`src/rtl/vts_pkg.sv`:
```
package vts_pkg;
    parameter int VID_W  = 8;
    parameter int OFS_W  = 8;
    parameter int LIM_W  = VID_W + 1;
    parameter int ADDR_W = 3;
    parameter int DATA_W = 8;
    parameter int BOOT_W = 4;

    localparam logic [LIM_W-1:0]  REG_MODE_LIMIT = LIM_W'(382);
    localparam logic [BOOT_W-1:0] FIRST_WIDE_CODE = BOOT_W'(13);

    localparam logic [ADDR_W-1:0] ADR_MODE   = ADDR_W'(0);
    localparam logic [ADDR_W-1:0] ADR_TARGET = ADDR_W'(1);
    localparam logic [ADDR_W-1:0] ADR_OFFSET = ADDR_W'(2);
    localparam logic [ADDR_W-1:0] ADR_BOOT   = ADDR_W'(3);

    typedef enum logic [1:0] {
        MODE_SV_ONLY = 2'b00,
        MODE_SPLIT   = 2'b01,
        MODE_REG_A   = 2'b10,
        MODE_REG_B   = 2'b11
    } mode_e;

    typedef enum logic [1:0] {
        SV_SETVID = 2'd0,
        SV_SETWP  = 2'd1,
        SV_SETOFS = 2'd2,
        SV_SETMAX = 2'd3
    } sv_cmd_e;

    typedef struct packed {
        logic [VID_W-1:0]        vid;
        logic signed [OFS_W-1:0] ofs;
        logic [LIM_W-1:0]        lim;
    } tgt_sel_t;

    function automatic logic is_reg_mode(input logic [1:0] m);
        return m[1];
    endfunction

    function automatic logic boot_needs_wide(input logic [BOOT_W-1:0] code);
        return code >= FIRST_WIDE_CODE;
    endfunction

    function automatic logic [VID_W-1:0] boot_to_vid(input logic [BOOT_W-1:0] code);
        logic [VID_W-1:0] v;
        case (code)
            4'd0:    v = 8'h00;
            4'd1:    v = 8'h65;
            4'd2:    v = 8'h6F;
            4'd3:    v = 8'h79;
            4'd4:    v = 8'h83;
            4'd5:    v = 8'h8D;
            4'd6:    v = 8'h97;
            4'd7:    v = 8'hA1;
            4'd8:    v = 8'hAB;
            4'd9:    v = 8'hBF;
            4'd10:   v = 8'hC9;
            4'd11:   v = 8'hDD;
            4'd12:   v = 8'hFB;
            4'd13:   v = 8'h6F;
            4'd14:   v = 8'h79;
            default: v = 8'h83;
        endcase
        return v;
    endfunction
endpackage

```
`src/rtl/vts_mode_latch.sv`:
```
module vts_mode_latch
    import vts_pkg::*;
#(
    parameter logic [1:0] RST_MODE = 2'b00
) (
    input  logic       clk,
    input  logic       rst,
    input  logic       en,
    input  logic [1:0] mode_cfg,
    output logic [1:0] act_mode,
    output logic       en_rise
);
    logic en_q;

    assign en_rise = en & ~en_q;

    always_ff @(posedge clk) begin
        if (rst) begin
            en_q     <= 1'b0;
            act_mode <= RST_MODE;
        end else begin
            en_q <= en;
            if (en_rise) act_mode <= mode_cfg;
        end
    end


    mode_only_on_rise_chk: assert property (@(posedge clk) disable iff (rst)
        !$stable(act_mode) |-> $past(en_rise));
endmodule

```
`src/rtl/vts_reg_path.sv`:
```
module vts_reg_path
    import vts_pkg::*;
#(
    parameter logic [1:0]        RST_MODE   = 2'b00,
    parameter logic [BOOT_W-1:0] RST_BOOT   = 4'd6,
    parameter logic [VID_W-1:0]  RST_TARGET = 8'h97
) (
    input  logic                     clk,
    input  logic                     rst,
    input  logic [1:0]               act_mode,
    input  logic                     en_rise,
    input  logic                     rw_valid,
    input  logic [ADDR_W-1:0]        rw_addr,
    input  logic [DATA_W-1:0]        rw_data,
    output logic                     rw_ack,
    output logic                     rw_nack,
    output logic [1:0]               mode_cfg,
    output logic [VID_W-1:0]         reg_target,
    output logic signed [OFS_W-1:0]  reg_ofs_live,
    output logic signed [OFS_W-1:0]  reg_ofs_start,
    output logic                     step_wide,
    output logic                     boot_load,
    output logic [VID_W-1:0]         boot_load_vid
);
    logic              accept, reject;
    logic              wr_mode, wr_tgt, wr_ofs;
    logic [BOOT_W-1:0] new_code;
    logic              new_step, boot_ok;
    logic [BOOT_W-1:0] boot_q;

    assign new_code      = rw_data[BOOT_W-1:0];
    assign new_step      = rw_data[BOOT_W];
    assign boot_ok       = boot_needs_wide(new_code) == new_step;
    assign boot_load_vid = boot_to_vid(new_code);

    always_comb begin
        accept    = 1'b0;
        reject    = 1'b0;
        wr_mode   = 1'b0;
        wr_tgt    = 1'b0;
        wr_ofs    = 1'b0;
        boot_load = 1'b0;
        if (rw_valid) begin
            case (rw_addr)
                ADR_MODE: begin
                    accept  = 1'b1;
                    wr_mode = 1'b1;
                end
                ADR_TARGET: begin
                    accept = 1'b1;
                    wr_tgt = is_reg_mode(act_mode);
                end
                ADR_OFFSET: begin
                    if (act_mode == MODE_SV_ONLY) begin
                        reject = 1'b1;
                    end else begin
                        accept = 1'b1;
                        wr_ofs = 1'b1;
                    end
                end
                ADR_BOOT: begin
                    if (boot_ok) begin
                        accept    = 1'b1;
                        boot_load = 1'b1;
                    end else begin
                        reject = 1'b1;
                    end
                end
                default: reject = 1'b1;
            endcase
        end
    end

    always_ff @(posedge clk) begin
        if (rst) begin
            rw_ack        <= 1'b0;
            rw_nack       <= 1'b0;
            mode_cfg      <= RST_MODE;
            reg_target    <= RST_TARGET;
            reg_ofs_live  <= '0;
            reg_ofs_start <= '0;
            boot_q        <= RST_BOOT;
            step_wide     <= boot_needs_wide(RST_BOOT);
        end else begin
            rw_ack  <= accept;
            rw_nack <= reject;
            if (wr_mode) mode_cfg <= rw_data[1:0];
            if (wr_tgt) reg_target <= rw_data[VID_W-1:0];
            if (wr_ofs) reg_ofs_live <= $signed(rw_data[OFS_W-1:0]);
            if (en_rise) reg_ofs_start <= reg_ofs_live;
            if (boot_load) begin
                boot_q    <= new_code;
                step_wide <= new_step;
            end
        end
    end


    one_response_chk: assert property (@(posedge clk) disable iff (rst)
        rw_valid |=> (rw_ack ^ rw_nack));

    no_spurious_resp_chk: assert property (@(posedge clk) disable iff (rst)
        !rw_valid |=> !(rw_ack || rw_nack));

    boot_step_agree_chk: assert property (@(posedge clk) disable iff (rst)
        step_wide == boot_needs_wide(boot_q));

    start_ofs_held_chk: assert property (@(posedge clk) disable iff (rst)
        !$stable(reg_ofs_start) |-> $past(en_rise));
endmodule

```
`src/rtl/vts_serial_path.sv`:
```
module vts_serial_path
    import vts_pkg::*;
#(
    parameter logic [BOOT_W-1:0] RST_BOOT = 4'd6,
    parameter logic [VID_W-1:0]  RST_VMAX = 8'hFF
) (
    input  logic                    clk,
    input  logic                    rst,
    input  logic                    en,
    input  logic                    en_rise,
    input  logic                    ramp_done,
    input  logic [1:0]              act_mode,
    input  logic                    sv_valid,
    input  logic [1:0]              sv_cmd,
    input  logic [VID_W-1:0]        sv_data,
    input  logic                    boot_load,
    input  logic [VID_W-1:0]        boot_load_vid,
    output logic [VID_W-1:0]        sv_vid,
    output logic signed [OFS_W-1:0] sv_ofs,
    output logic [VID_W-1:0]        sv_max
);
    sv_cmd_e          cmd;
    logic             take_vid, take_ofs;
    logic [VID_W-1:0] sv_boot_vid;

    assign cmd      = sv_cmd_e'(sv_cmd);
    assign take_vid = sv_valid && (cmd == SV_SETVID || cmd == SV_SETWP)
                      && !is_reg_mode(act_mode) && en && ramp_done;
    assign take_ofs = sv_valid && cmd == SV_SETOFS && act_mode == MODE_SV_ONLY && en;

    always_ff @(posedge clk) begin
        if (rst) begin
            sv_boot_vid <= boot_to_vid(RST_BOOT);
            sv_vid      <= boot_to_vid(RST_BOOT);
            sv_ofs      <= '0;
            sv_max      <= RST_VMAX;
        end else begin
            if (boot_load) sv_boot_vid <= boot_load_vid;
            if (en_rise) sv_vid <= sv_boot_vid;
            else if (take_vid) sv_vid <= sv_data;
            if (!en) sv_ofs <= '0;
            else if (take_ofs) sv_ofs <= $signed(sv_data[OFS_W-1:0]);
            if (sv_valid && cmd == SV_SETMAX) sv_max <= sv_data;
        end
    end


    ofs_zero_when_off_chk: assert property (@(posedge clk) disable iff (rst)
        !en |=> (sv_ofs == '0));

    reg_mode_sv_frozen_chk: assert property (@(posedge clk) disable iff (rst)
        (is_reg_mode(act_mode) && !en_rise) |=> $stable(sv_vid));

    no_vid_before_ramp_chk: assert property (@(posedge clk) disable iff (rst)
        (!ramp_done && !en_rise) |=> $stable(sv_vid));
endmodule

```
`src/rtl/vts_target_calc.sv`:
```
module vts_target_calc
    import vts_pkg::*;
(
    input  logic                    clk,
    input  logic                    rst,
    input  logic [1:0]              act_mode,
    input  logic [VID_W-1:0]        reg_target,
    input  logic signed [OFS_W-1:0] reg_ofs_live,
    input  logic signed [OFS_W-1:0] reg_ofs_start,
    input  logic [VID_W-1:0]        sv_vid,
    input  logic signed [OFS_W-1:0] sv_ofs,
    input  logic [VID_W-1:0]        sv_max,
    output tgt_sel_t                sel,
    output logic [LIM_W-1:0]        eff
);
    localparam int SUM_W = LIM_W + 2;

    logic signed [SUM_W-1:0] sum, lim_s;

    always_comb begin
        case (act_mode)
            MODE_SV_ONLY: sel = '{vid: sv_vid, ofs: sv_ofs,
                                  lim: {1'b0, sv_max}};
            MODE_SPLIT:   sel = '{vid: sv_vid, ofs: reg_ofs_start,
                                  lim: {1'b0, sv_max}};
            default:      sel = '{vid: reg_target, ofs: reg_ofs_live,
                                  lim: REG_MODE_LIMIT};
        endcase
    end

    assign sum   = $signed({{(SUM_W-VID_W){1'b0}}, sel.vid}) + SUM_W'(sel.ofs);
    assign lim_s = $signed({2'b00, sel.lim});

    always_comb begin
        if (sum < 0)          eff = '0;
        else if (sum > lim_s) eff = sel.lim;
        else                  eff = sum[LIM_W-1:0];
    end


    eff_within_limit_chk: assert property (@(posedge clk) disable iff (rst)
        eff <= sel.lim);

    reg_mode_limit_chk: assert property (@(posedge clk) disable iff (rst)
        is_reg_mode(act_mode) |-> (sel.lim == REG_MODE_LIMIT));
endmodule

```
`src/rtl/vout_target_sel.sv`:
```
module vout_target_sel
    import vts_pkg::*;
#(
    parameter logic [1:0]        RST_MODE   = 2'b00,
    parameter logic [BOOT_W-1:0] RST_BOOT   = 4'd6,
    parameter logic [VID_W-1:0]  RST_TARGET = 8'h97,
    parameter logic [VID_W-1:0]  RST_VMAX   = 8'hFF
) (
    input  logic              clk,
    input  logic              rst,
    input  logic              en,
    input  logic              ramp_done,
    input  logic              rw_valid,
    input  logic [ADDR_W-1:0] rw_addr,
    input  logic [DATA_W-1:0] rw_data,
    output logic              rw_ack,
    output logic              rw_nack,
    input  logic              sv_valid,
    input  logic [1:0]        sv_cmd,
    input  logic [VID_W-1:0]  sv_data,
    output logic [VID_W-1:0]  vid_target,
    output logic [OFS_W-1:0]  vid_offset,
    output logic              step_10mv,
    output logic [LIM_W-1:0]  max_limit,
    output logic [LIM_W-1:0]  eff_target
);
    logic [1:0]              mode_cfg, act_mode;
    logic                    en_rise, boot_load;
    logic [VID_W-1:0]        boot_load_vid, reg_target, sv_vid, sv_max;
    logic signed [OFS_W-1:0] reg_ofs_live, reg_ofs_start, sv_ofs;
    tgt_sel_t                sel;

    vts_mode_latch #(.RST_MODE(RST_MODE)) u_mode (
        .clk(clk), .rst(rst), .en(en), .mode_cfg(mode_cfg),
        .act_mode(act_mode), .en_rise(en_rise)
    );

    vts_reg_path #(.RST_MODE(RST_MODE), .RST_BOOT(RST_BOOT), .RST_TARGET(RST_TARGET)) u_reg (
        .clk(clk), .rst(rst), .act_mode(act_mode), .en_rise(en_rise),
        .rw_valid(rw_valid), .rw_addr(rw_addr), .rw_data(rw_data),
        .rw_ack(rw_ack), .rw_nack(rw_nack), .mode_cfg(mode_cfg),
        .reg_target(reg_target), .reg_ofs_live(reg_ofs_live),
        .reg_ofs_start(reg_ofs_start), .step_wide(step_10mv),
        .boot_load(boot_load), .boot_load_vid(boot_load_vid)
    );

    vts_serial_path #(.RST_BOOT(RST_BOOT), .RST_VMAX(RST_VMAX)) u_sv (
        .clk(clk), .rst(rst), .en(en), .en_rise(en_rise), .ramp_done(ramp_done),
        .act_mode(act_mode), .sv_valid(sv_valid), .sv_cmd(sv_cmd), .sv_data(sv_data),
        .boot_load(boot_load), .boot_load_vid(boot_load_vid),
        .sv_vid(sv_vid), .sv_ofs(sv_ofs), .sv_max(sv_max)
    );

    vts_target_calc u_calc (
        .clk(clk), .rst(rst), .act_mode(act_mode), .reg_target(reg_target),
        .reg_ofs_live(reg_ofs_live), .reg_ofs_start(reg_ofs_start),
        .sv_vid(sv_vid), .sv_ofs(sv_ofs), .sv_max(sv_max),
        .sel(sel), .eff(eff_target)
    );

    assign vid_target = sel.vid;
    assign vid_offset = sel.ofs;
    assign max_limit  = sel.lim;
endmodule

```
`config.mk`:
```
export PLATFORM = sky130hd
export DESIGN_NAME = vout_target_sel
export DESIGN_NICKNAME = d
export VERILOG_FILES = /design/src/rtl/vts_pkg.sv /design/src/rtl/vts_mode_latch.sv /design/src/rtl/vts_reg_path.sv /design/src/rtl/vts_serial_path.sv /design/src/rtl/vts_target_calc.sv /design/src/rtl/vout_target_sel.sv
export SDC_FILE = /design/constraint.sdc
export NUM_CORES = 1
export LEC_CHECK = 0
export ABC_AREA = 1
export CORE_AREA = 2 2 93 95
export DETAILED_ROUTE_END_ITERATION = 6
export DIE_AREA = 0 0 95 97
export PLACE_DENSITY = 0.73
export SLEW_MARGIN = 25
export SYNTH_ARGS = -nofsm -noshare
export SYNTH_HDL_FRONTEND = slang
export SYNTH_SLANG_ARGS = --single-unit
export TNS_END_PERCENT = 100
```
`constraint.sdc`:
```
create_clock -name clk -period 5.69 [get_ports clk]
set_input_delay 1.707 -clock clk [delete_from_list [all_inputs] [get_ports clk]]
set_output_delay 1.707 -clock clk [all_outputs]
set_load 0.05 [all_outputs]
```
==> results of run 1 <==
## routing by layer
metal / GRT usage / share of wire / up-vias
met1: 0.320 / 0.46 / 1775
met4: 0.0769 / 0.017 / 0
met2: 0.378 / 0.47 / 105
met3: 0.0553 / 0.047 / 14
li1: - / - / 1926
met5: 0 / 0 / -
## state kept, by name, summed over array words and instances, names as in the netlist
signal / count
u_reg.rw_nack: 1
u_reg.mode_cfg: 2
u_mode.en_q: 1
u_reg.step_wide: 1
u_reg.rw_ack: 1
u_sv.sv_boot_vid: 8
u_reg.reg_target: 8
u_reg.reg_ofs_start: 8
u_mode.act_mode: 2
u_reg.reg_ofs_live: 8
u_sv.sv_vid: 8
u_sv.sv_max: 8
u_sv.sv_ofs: 8
## final cells by class
class                      count  area [µm²]  area share
inverter                      74         283      0.0571
clock buffer                   9         124      0.0250
tap                          105         131      0.0265
clock inverter                 7        78.8      0.0159
multi-input combinational    386        2250       0.455
sequential                    64        1290       0.260
timing repair buffer          73         796       0.161
## kinds of logic (layout without fill, tap and decap cells)
kind of cell	Yosys count	after routing	share of synthesized area
and+or+nand+nor	232	232	0.275
AOI/OAI and AO/OA	125	125	0.193
buffers and inverters	93	163	0.0965
DFF	64	64	0.341
adders and majority gates	25	25	0.0852
xor gates and xnor gates	4	4	0.00932
## how the worst max path moves through the flow
stage | from | end | slack, ns | cells after the start
after floorplan | u_mode.act_mode[1] | eff_target[2] | 0.006 | 23
after global placement | u_mode.act_mode[1] | eff_target[5] | 0.25 | 21
after detailed placement | u_mode.act_mode[1] | eff_target[5] | 0.18 | 22
after CTS | u_mode.act_mode[1] | eff_target[6] | 0.02 | 22
after global routing | u_mode.act_mode[0] | eff_target[5] | 0.02 | 24
final | u_mode.act_mode[1] | eff_target[6] | 0.20 | 24
## cells in the mapped netlist (all sizes together), types with 6 or more instances
master	count	area, µm²
a21oi	41	216
buf	7	40.0
clkbuf	12	45.0
dfxtp	64	1280
ha	24	300
inv	74	278
nand2	125	497
nand3	33	190
nand4	6	37.5
nor2	56	230
o211ai	8	60.1
o21ai	57	293
## through the flow
step	instance area, µm²	total power [µW]
2_1_floorplan	3860	826
3_3_place_gp	4660	1020
3_5_place_dp	4660	1030
4_1_cts	4880	1430
5_1_grt	4960	1500
6_report	4960	1430
## critical path, cell delays in order, from the launching register on
cell	delay, ns
sky130_fd_sc_hd__dfxtp_4	0.39
sky130_fd_sc_hd__clkbuf_4	0.19
sky130_fd_sc_hd__buf_4	0.15
sky130_fd_sc_hd__a221oi_4	0.32
sky130_fd_sc_hd__ha_1	0.32
sky130_fd_sc_hd__inv_1	0.10
sky130_fd_sc_hd__o21bai_2	0.09
sky130_fd_sc_hd__nand3_2	0.10
sky130_fd_sc_hd__nand2_2	0.06
sky130_fd_sc_hd__nand2_1	0.06
sky130_fd_sc_hd__nand2_1	0.07
sky130_fd_sc_hd__ha_1	0.30
sky130_fd_sc_hd__nand2_1	0.07
sky130_fd_sc_hd__nor2_1	0.15
sky130_fd_sc_hd__o21ai_0	0.11
sky130_fd_sc_hd__nand3_1	0.07
sky130_fd_sc_hd__nand2_1	0.05
sky130_fd_sc_hd__nand2_1	0.05
sky130_fd_sc_hd__nand2_1	0.05
sky130_fd_sc_hd__nand2_1	0.06
sky130_fd_sc_hd__nand2_2	0.11
sky130_fd_sc_hd__inv_4	0.14
sky130_fd_sc_hd__nand2_1	0.10
sky130_fd_sc_hd__a21oi_4	0.16
sky130_fd_sc_hd__buf_12	0.15
## report_power, final
| group | internal (µW) | switching, µW | leakage (µW) |
|---|---|---|---|
| sequential | 465 | 12.3 | 0.000524 |
| combinational | 218 | 335 | 0.00167 |
| clock | 206 | 197 | 0.0000929 |
## what timing repair did
action	4_1_cts	5_1_grt
pin swaps	1	2
gates resized for setup	7	11
gates cloned	0	0
setup endpoints to repair	8	9
setup buffers	1	4
==> reports/summary.md, run 1 <==
The via count is 3,820. After filler insertion, the fill cell instance count of the layout stands at 724. Most common flop cell mapped by yosys: sky130_fd_sc_hd__dfxtp_1. Setup repair after global routing left no endpoint under its margin. For this design the top-level I/O count stands at 64. The number of synthesized register bits was 64. The critical register-to-register path endpoint was u_sv.sv_ofs[6].

The run finished with clean final reports. The overall routing resource usage came out at 0.239. The tools report the number of CTS-inserted buffers as 9. The proportion of layout cells with a drive suffix above 1 is 0.135, and the minimum setup slack among reg-to-reg paths is 4.00 ns. The area enclosed by the die boundary was 0.00922 mm²; the biggest fanout along the worst timing path was 13. The tools report the total nets after synthesis as 595. The tightest min-delay check is of the reg2reg type. Final design utilization: 0.609. Compared with the post-synthesis result, the final layout area differs by 31.8%. The run gives 0.00228 µW as the static leakage. Dividing total power by cell area gives a power density of 289 mW/mm².

The synthesized netlist occupies a cell area of 0.00376 mm². The async set-reset flop share out of synthesis came out at 0. In this run, synthesis inferred 0 flip-flops with an integrated enable.

The arrival time reported for the critical path endpoint was 3.79 ns; the H-tree depth was 3. Clock latency on the worst-skew pair, taken at its later pin, is 0.36 ns. The number of endpoints with negative hold slack in the final report came out at 0. The die span in y came out at 97 µm.

The worst register-to-register path begins at u_mode.act_mode[1]. The number of slew-limit violations in the final report is 0, and the via count of the first global-routing pass is 3,517. The tools report the count of placed standard cells including taps as 697. The number of antenna violations at the first check in global routing is 0.

The final worst slack is 0.197 ns. The first global-routing pass estimated 17.2 mm of wire. The final clock skew was 0.0117 ns; the cell count of the worst reg-to-reg path was 6. TritonCTS built the clock tree.

In this run the clock root is driven by a sky130_fd_sc_hd__clkbuf_8. In this run the most critical hold path is launched from u_reg.mode_cfg[0]. The logs give 37 for the number of distinct library cell variants in the gate-level netlist after synthesis and 0.299 mV for the worst voltage drop across the vdd grid.

The total wire length after detailed routing came out at 10.6 mm. At the end of routability-driven placement, the weighted congestion stood at 0.901. Timing analysis after detailed placement gives a worst setup slack of 0.178 ns. The path with the worst hold slack has its endpoint at u_mode.act_mode[0].

The tool flagged a number of max-cap violations equal to 0. For the sequential cell area fraction in the yosys report, the log shows 0.341. The library cell used most frequently in the layout, excluding fill and tap cells, is sky130_fd_sc_hd__nand2_1. For the number of standard cells in the final layout excluding fillers, the log shows 718. The final clock period utilization by the worst path was 0.965. Data on the critical path is required at its endpoint by 3.98 ns. Initial cell density of the core: 0.462.

For this block, the initial DRC count from the detailed router was 182. For this run, the post-layout net count is 660. For the maximum number of pins on one net before global-route repair, the log shows 43. In the layout the commonest cells are 115 x sky130_fd_sc_hd__nand2_1, 67 x sky130_fd_sc_hd__inv_1, 62 x sky130_fd_sc_hd__dfxtp_1, 54 x sky130_fd_sc_hd__clkdlybuf4s50_1, 49 x sky130_fd_sc_hd__o21ai_0.

Setup total negative slack on the finished layout was measured at 0 ns. After technology mapping, the gate count stands at 543. The core outline area was 0.00813 mm²; the antenna violation net count after detailed routing was 0. In the routed design, unresolved DRC markers number 0.

Port buffering added 63 buffers. In this run, post-CTS hold repair placed 0 buffers. The clock passes through at most 2 buffers. The tools report the maximum operating frequency as 182 MHz. The number of cells on the worst hold path is 2. Hold is met by 0.448 ns. For this run the aggregate overflow at the end of global routing stands at 0.

Number of placement rows: 33. The detailed-route vias per instance came out at 5.32. The element type at the critical path end is an output pin.

The kind of launch point of the worst setup path is a register. The tree built by TritonCTS fans out to 64 sinks. The floorplan step set the die width to 95 µm. The yosys synthesis warning count was 0; the mean instance size in the synthesized netlist was 6.92 µm².

The run gives 0.583 as the remaining max-slew budget at the tightest pin. The pin slew with the least headroom to its limit was 0.625 ns. The detailed placer's ending HPWL was 8.28 mm.

The final critical delay including setup and external delays was 5.49 ns; the number of iterations in the first detailed-routing pass was 5. The number of antenna diodes in the final layout is 0. Clock-pin slew was measured on the worst setup and hold paths at 0.08 ns. Dividing the detail-routed wire length by the instance count gives 14.8 µm.

The tools report the number of failing setup endpoints in the final timing report as 0. The worst setup path category is reg2out.
Note: power is estimated with default switching activity, not from simulation.
==> run 2, diff against run 1 <==
- RECOVER_POWER: default -> 25
==> run 2 against run 1 <==
Register-to-register slack got worse by 0.31 ns. Fmax up 0.25%. Clock skew fell by 0.00065 ns. Critical endpoint unchanged. Largest power group unchanged. Flip-flop and latch count unchanged. Routed wire length barely moved. Die area is the same.
==> reports/summary.md, run 2 (synthesized netlist as in run 1, its figures left out) <==
For the antenna violation net count after detailed routing, the log shows 0. The remaining max-slew budget at the tightest pin is 0.263, and the number of failing setup endpoints in the final timing report is 0. Routability-driven placement finished with a final weighted congestion of 0.901. TritonCTS built the clock tree. CTS placed an instance of sky130_fd_sc_hd__clkbuf_8 at the clock tree root.

Global routing finished with a remaining overflow of 0. For this design the ratio of total power to cell area is 290 mW/mm². The flow ran to the end, and the final reports show no timing, DRC or antenna violations. For the global-route wire length before repair, the log shows 17.2 mm. Across all setup checks in the final design, the least slack found is 0.211 ns. The final clock period utilization by the worst path was 0.963; the required time of the critical path was 3.98 ns. The worst setup path is captured at an output pin. For this block, the initial DRC count from the detailed router was 187. The run gives 728 as the count of fill cells added during filler insertion. The tools report the number of maximum-capacitance violations as 0.

In the final timing run, aggregate negative setup slack is 0 ns. Buffers placed on the I/O ports in this run total 63. For the maximum operating frequency, the log shows 183 MHz.

The final critical delay including setup and external delays was 5.48 ns. The proportion of layout cells with a drive suffix above 1 is 0.131. The total area inside the core boundary comes to 0.00813 mm². The number of iterations in the first detailed-routing pass was 5.

The die span in y is 97 µm, and the area of all placed cells without fillers is 0.00495 mm². The detailed-route vias per instance is 5.36, and the overall routing resource usage is 0.239. The biggest fanout along the worst timing path was 13. Pin placement for this block handled 64 I/O pins. The area overhead of the layout relative to synthesis was 31.5%. STA classifies the critical path startpoint as a register. The pin slew with the least headroom to its limit was 1.10 ns; the total wire length after detailed routing was 10.6 mm. At the later pin of the worst-skew pair, clock insertion delay measures 0.36 ns. The tools report the H-tree depth as 3.

The die is 95 µm wide. The number of endpoints with negative hold slack in the final report is 0, and the via count of the first global-routing pass is 3,517. The finished layout holds 718 standard cells, fillers aside. Setup repair after global routing left no endpoint under its margin.

On the final layout, the worst clock skew is 0.0110 ns. The hold buffer count at CTS is 0. The worst setup path is of the reg2out kind. The tools report the total number of clock tree sinks as 64. The analysis attributes to cell leakage a power of 0.00228 µW. The run gives 660 as the count of nets after finishing. The run gives 0 as the count of unresolved DRC violations after routing. The design draws 1430 µW.

Leaving out fill and tap cells, the most frequent cell in the layout is sky130_fd_sc_hd__nand2_1. The number of antenna violations at the first check in global routing came out at 0. Number of antenna cells inserted: 0. Leaving out fill and tap cells, the most frequent cells in the layout are 115 x sky130_fd_sc_hd__nand2_1, 68 x sky130_fd_sc_hd__inv_1, 62 x sky130_fd_sc_hd__dfxtp_1, 52 x sky130_fd_sc_hd__clkdlybuf4s50_1, 49 x sky130_fd_sc_hd__o21ai_0. The area enclosed by the die boundary came out at 0.00922 mm². The final route contains 3,847 vias.

The worst voltage drop across the vdd grid was 0.299 mV; the maximum clock insertion buffer count was 2. OpenSTA, run right after detailed placement, puts the worst setup slack at 0.178 ns. The number of slew-limit violations in the final report is 0.

After clock tree synthesis, the clock-pin slew on the worst setup and hold paths is 0.08 ns. The tools report the maximum number of pins on one net before global-route repair as 43. The initial cell density of the core was 0.462; the detail-routed net length per standard cell was 14.8 µm.

At the worst endpoint, the arrival time is 3.77 ns. The placed instances occupy a cell area of 0.00466 mm². Counting the buffers created by CTS gives 9.

Detailed placer's ending HPWL: 8.28 mm. The path class of the tightest hold or removal check is reg2reg. The count of placed standard cells including taps is 697. The initialized floorplan defines 33 standard-cell rows.
## run 2: cell types whose count changed in the layout (fill, tap and decap cells not counted), sizes merged
cell / before / now
clkdlybuf4s50: 54 / 52
dlygate4sd3: 0 / 2
clkbuf: 10 / 11
buf: 18 / 17
## run 2: timing repair
item | CTS | global route
pin swaps | 1 | 2
endpoints found under the setup margin | 8 | 9
buffers inserted | 1 | 4
resized for setup | 7 | 11
hold endpoints to repair | 0 | 0
## run 2: worst max-delay path, stage by stage (launching register included)
cell and delay [ns]:
sky130_fd_sc_hd__dfxtp_4 0.39, sky130_fd_sc_hd__clkbuf_4 0.19, sky130_fd_sc_hd__buf_4 0.15, sky130_fd_sc_hd__a221oi_4 0.32, sky130_fd_sc_hd__ha_1 0.32, sky130_fd_sc_hd__inv_1 0.10, sky130_fd_sc_hd__o21bai_2 0.09, sky130_fd_sc_hd__nand3_2 0.10
sky130_fd_sc_hd__nand2_2 0.06, sky130_fd_sc_hd__nand2_1 0.06, sky130_fd_sc_hd__nand2_1 0.07, sky130_fd_sc_hd__ha_1 0.30, sky130_fd_sc_hd__nand2_1 0.07, sky130_fd_sc_hd__nor2_1 0.13, sky130_fd_sc_hd__o21ai_0 0.10, sky130_fd_sc_hd__nand3_1 0.07
sky130_fd_sc_hd__nand2_1 0.05, sky130_fd_sc_hd__nand2_1 0.05, sky130_fd_sc_hd__nand2_1 0.05, sky130_fd_sc_hd__nand2_1 0.07, sky130_fd_sc_hd__nand2_2 0.11, sky130_fd_sc_hd__inv_4 0.14, sky130_fd_sc_hd__nand2_1 0.10, sky130_fd_sc_hd__a21oi_4 0.16
sky130_fd_sc_hd__buf_12 0.15
## run 2: area by class of cell
| type | instances | area, µm² | area share |
|---|---|---|---|
| Clock buffer | 9 | 124 | 0.0250 |
| Clock inverter | 7 | 78.8 | 0.0159 |
| Inverter | 74 | 283 | 0.0572 |
| Multi-Input combinational cell | 386 | 2250 | 0.455 |
| Sequential cell | 64 | 1290 | 0.261 |
| Tap cell | 105 | 131 | 0.0266 |
| Timing Repair Buffer | 73 | 792 | 0.160 |
## run 2: path summary, 6_finish.rpt
kind,startpoint,end,slack [ns],depth (start not counted)
min reg2reg,u_reg.mode_cfg[0],u_mode.act_mode[0],0.45,2
min,u_reg.mode_cfg[0],u_mode.act_mode[0],0.45,2
max,u_mode.act_mode[1],eff_target[6],0.21,24
max reg2reg,u_mode.act_mode[1],u_sv.sv_ofs[6],3.69,6
## run 2: power breakdown
group          switching [µW]  internal (µW)
clock network             198            206
logic                     335            217
registers                12.4            465
## run 2: through the flow
stage	hold slack, ns	utilization
2_1_floorplan	0.422	-
3_3_place_gp	0.446	0.573
3_5_place_dp	0.446	0.573
4_1_cts	0.444	0.600
5_1_grt	0.481	0.608
6_report	0.447	0.608
## run 2: metal layers
metal | global-route usage | wire length, µm
met1 | 0.320 | 4700
met4 | 0.0769 | 206
met2 | 0.378 | 5110
met5 | 0 | 0
met3 | 0.0553 | 605
==> run 3, diff against run 2 <==
- GPL_ROUTABILITY_DRIVEN: default -> 0
==> run 3 against run 2 <==
Total power up 3.4%. Sequential share of layout area down 0.32 points. Routed wire length up 0.78%. Critical endpoint is now eff_target[8]. Largest power group unchanged.
==> reports/summary.md, run 3 (synthesized netlist as in run 1, its figures left out) <==
The remaining global-route overflow is 0. After detailed routing, the average wire length per cell comes to 14.9 µm. The pre-antenna-repair detailed-routing pass consisted of 5 iterations. The number of buffers and inverters on the critical path is 3. In this run the worst hold path is classified as reg2reg.

Final hold analysis gives a worst-case slack of 0.451 ns. Summing all placed instances gives a cell area of 0.00465 mm². The tools report the element type at the critical path end as an output pin. The via count of the first global-routing pass was 3,661. Among the stages of the critical path, the cell type that occurs most often is sky130_fd_sc_hd__nand2_1. For the number of placement rows, the log shows 33. Walking the worst path, the cells encountered are nor2_4, buf_4, nand2_1, o211ai_1, ha_2, fa_1, nand2_1, o21ai_2, xor2_2, ha_1, nand2_1, nor2_1, o21ai_0, nand3_1, nand2_1, nand2_1, nand2_1, nand2_1, nand2_2, inv_4, nand2_1, nand3_1, nor2_4, buf_12. For the detailed placer's ending HPWL, the log shows 8.20 mm.

The area of all placed cells without fillers was 0.00500 mm²; the core outline area was 0.00813 mm². The worst hold path passes through 2 cells. The total number of clock tree sinks is 64. The tools report the worst voltage drop across the vdd grid as 0.169 mV. The clock reaches the later pin of the worst-skew pair after 0.35 ns. The tools report the maximum operating frequency as 183 MHz. Clock tree synthesis inserted a total of 9 buffers. In this run the static leakage power is 0.00230 µW. Number of cells on the critical path: 24. Counting cells, the worst reg-to-reg path comes to 6. The final clock period utilization by the worst path is 0.961. The critical path in this run is classified as reg2out.

For this block, the via count after detailed routing is 3,870. The count of nets left with antenna violations once routing finished came out at 0. The remaining max-slew budget at the tightest pin was 0.237. Measured along the y axis, the die boundary spans 97 µm.

The final layout contains 660 nets. The tools report the initial cell density of the core as 0.462. For the pin with the worst max-slew slack, the measured transition is 1.14 ns. For the initial detailed-routing violation count, the log shows 194. Setup violations remaining at the end of the flow were counted as 0. For this design, the slowest cell found on the critical path is sky130_fd_sc_hd__dfxtp_4. Entering global routing, the biggest net connects 31 pins. For the worst setup path, the data required time is 3.98 ns. The total wire length after detailed routing is 10.7 mm. Clock-pin slew was measured on the worst setup and hold paths at 0.08 ns.

The floorplan step set the die width to 95 µm. For this design the top-level I/O count stands at 64. The first global-routing pass estimated 17.4 mm of wire. For this run, the slowest stage of the critical path takes 0.40 ns. Data arrives at the worst endpoint at 3.76 ns. The filler cells instantiated in the layout total 746. The proportion of layout cells with a drive suffix above 1 is 0.134.

TritonCTS built the clock tree. The total power per unit cell area works out to 297 mW/mm². In the routed design, unresolved DRC markers number 0. The number of maximum-capacitance violations is 0, and the area overhead of the layout relative to synthesis is 32.9%. Leaving out fill and tap cells, the most frequent cell in the layout is sky130_fd_sc_hd__nand2_1.

The number of antenna violations at the first check in global routing was 0. The number of endpoints with negative hold slack in the final report is 0. The biggest fanout along the worst timing path is 13.

The H-tree depth came out at 3. The count of input and output buffers was 63. In the layout the commonest cells are 115 x sky130_fd_sc_hd__nand2_1, 67 x sky130_fd_sc_hd__inv_1, 62 x sky130_fd_sc_hd__dfxtp_1, 50 x sky130_fd_sc_hd__clkdlybuf4s50_1, 49 x sky130_fd_sc_hd__o21ai_0. The number of antenna diodes in the final layout is 0. In this design, the largest share of critical-path delay is due to simple AND/OR/NAND/NOR gates.

The clock passes through at most 2 buffers. The number of slew-limit violations in the final report is 0. The die covers 0.00922 mm². Kind of launch point of the worst setup path: a register. For the final database, setup skew stands at 0.0135 ns.

The flow ran to the end, and the final reports show no timing, DRC or antenna violations. The tools report the overall routing resource usage as 0.238. The tree is rooted in a sky130_fd_sc_hd__clkbuf_8. The detailed-route vias per instance is 5.39, and the final critical delay including setup and external delays is 5.47 ns.
run 3: cell count changes in the layout (fill, tap and decap cells not counted), sizes merged:
cell	delta
inv	-2
bufinv	+1
dlygate4sd3	+2
clkdlybuf4s50	-2
buf	+1
run 3: metal layers:
layer / track usage / wire [µm] / vias up
met5: 0 / 0 / -
met4: 0.0803 / 206 / 0
met3: 0.0382 / 614 / 18
met2: 0.397 / 5180 / 110
met1: 0.311 / 4710 / 1818
li1: - / - / 1924
run 3: power breakdown:
part	internal (µW)	switching, µW	total (µW)
sequential	466	12.5	478
combinational	221	338	558
clock	260	186	446
total	946	536	1480
run 3: worst paths after layout:
check,slack (ns),from,end
setup / recovery,0.22,u_mode.act_mode[1],eff_target[8]
hold / removal,0.45,u_reg.mode_cfg[0],u_mode.act_mode[0]
setup reg to reg,3.66,u_mode.act_mode[1],u_sv.sv_ofs[1]
hold reg to reg,0.45,u_reg.mode_cfg[0],u_mode.act_mode[0]
run 3: repair_timing:
action	in CTS	in global routing
pin swaps	2	1
setup buffers	2	4
hold buffers	0	0
gates resized for setup	8	12
endpoints found under the setup margin	8	9
run 3: metrics by stage:
step	power (µW)	TNS, ns	std cells	util	setup slack, ns
after floorplan	826	0	543	-	0.00565
after global placement	1020	0	696	0.572	0.259
after detailed placement	1030	0	696	0.572	0.144
after CTS	1480	0	714	0.605	0.0101
after global routing	1550	-0.176	718	0.614	-0.0516
final	1480	0	718	0.614	0.222
run 3: final cells by class:
cell class                 count  area (µm²)  area share
clock buffer                  10         138      0.0275
multi-input combinational    386        2260       0.453
clock inverter                 6        91.3      0.0183
timing repair buffer          73         805       0.161
tap                          105         131      0.0263
inverter                      74         283      0.0566
sequential                    64        1290       0.257
run 3: worst min-delay path, delay by kind of cell, from the launching register on:
family	cells	cell delay (ns)
buffers and inverters	1	0.06
AO/OA/AOI/OAI	1	0.06
flip-flops	1	0.30
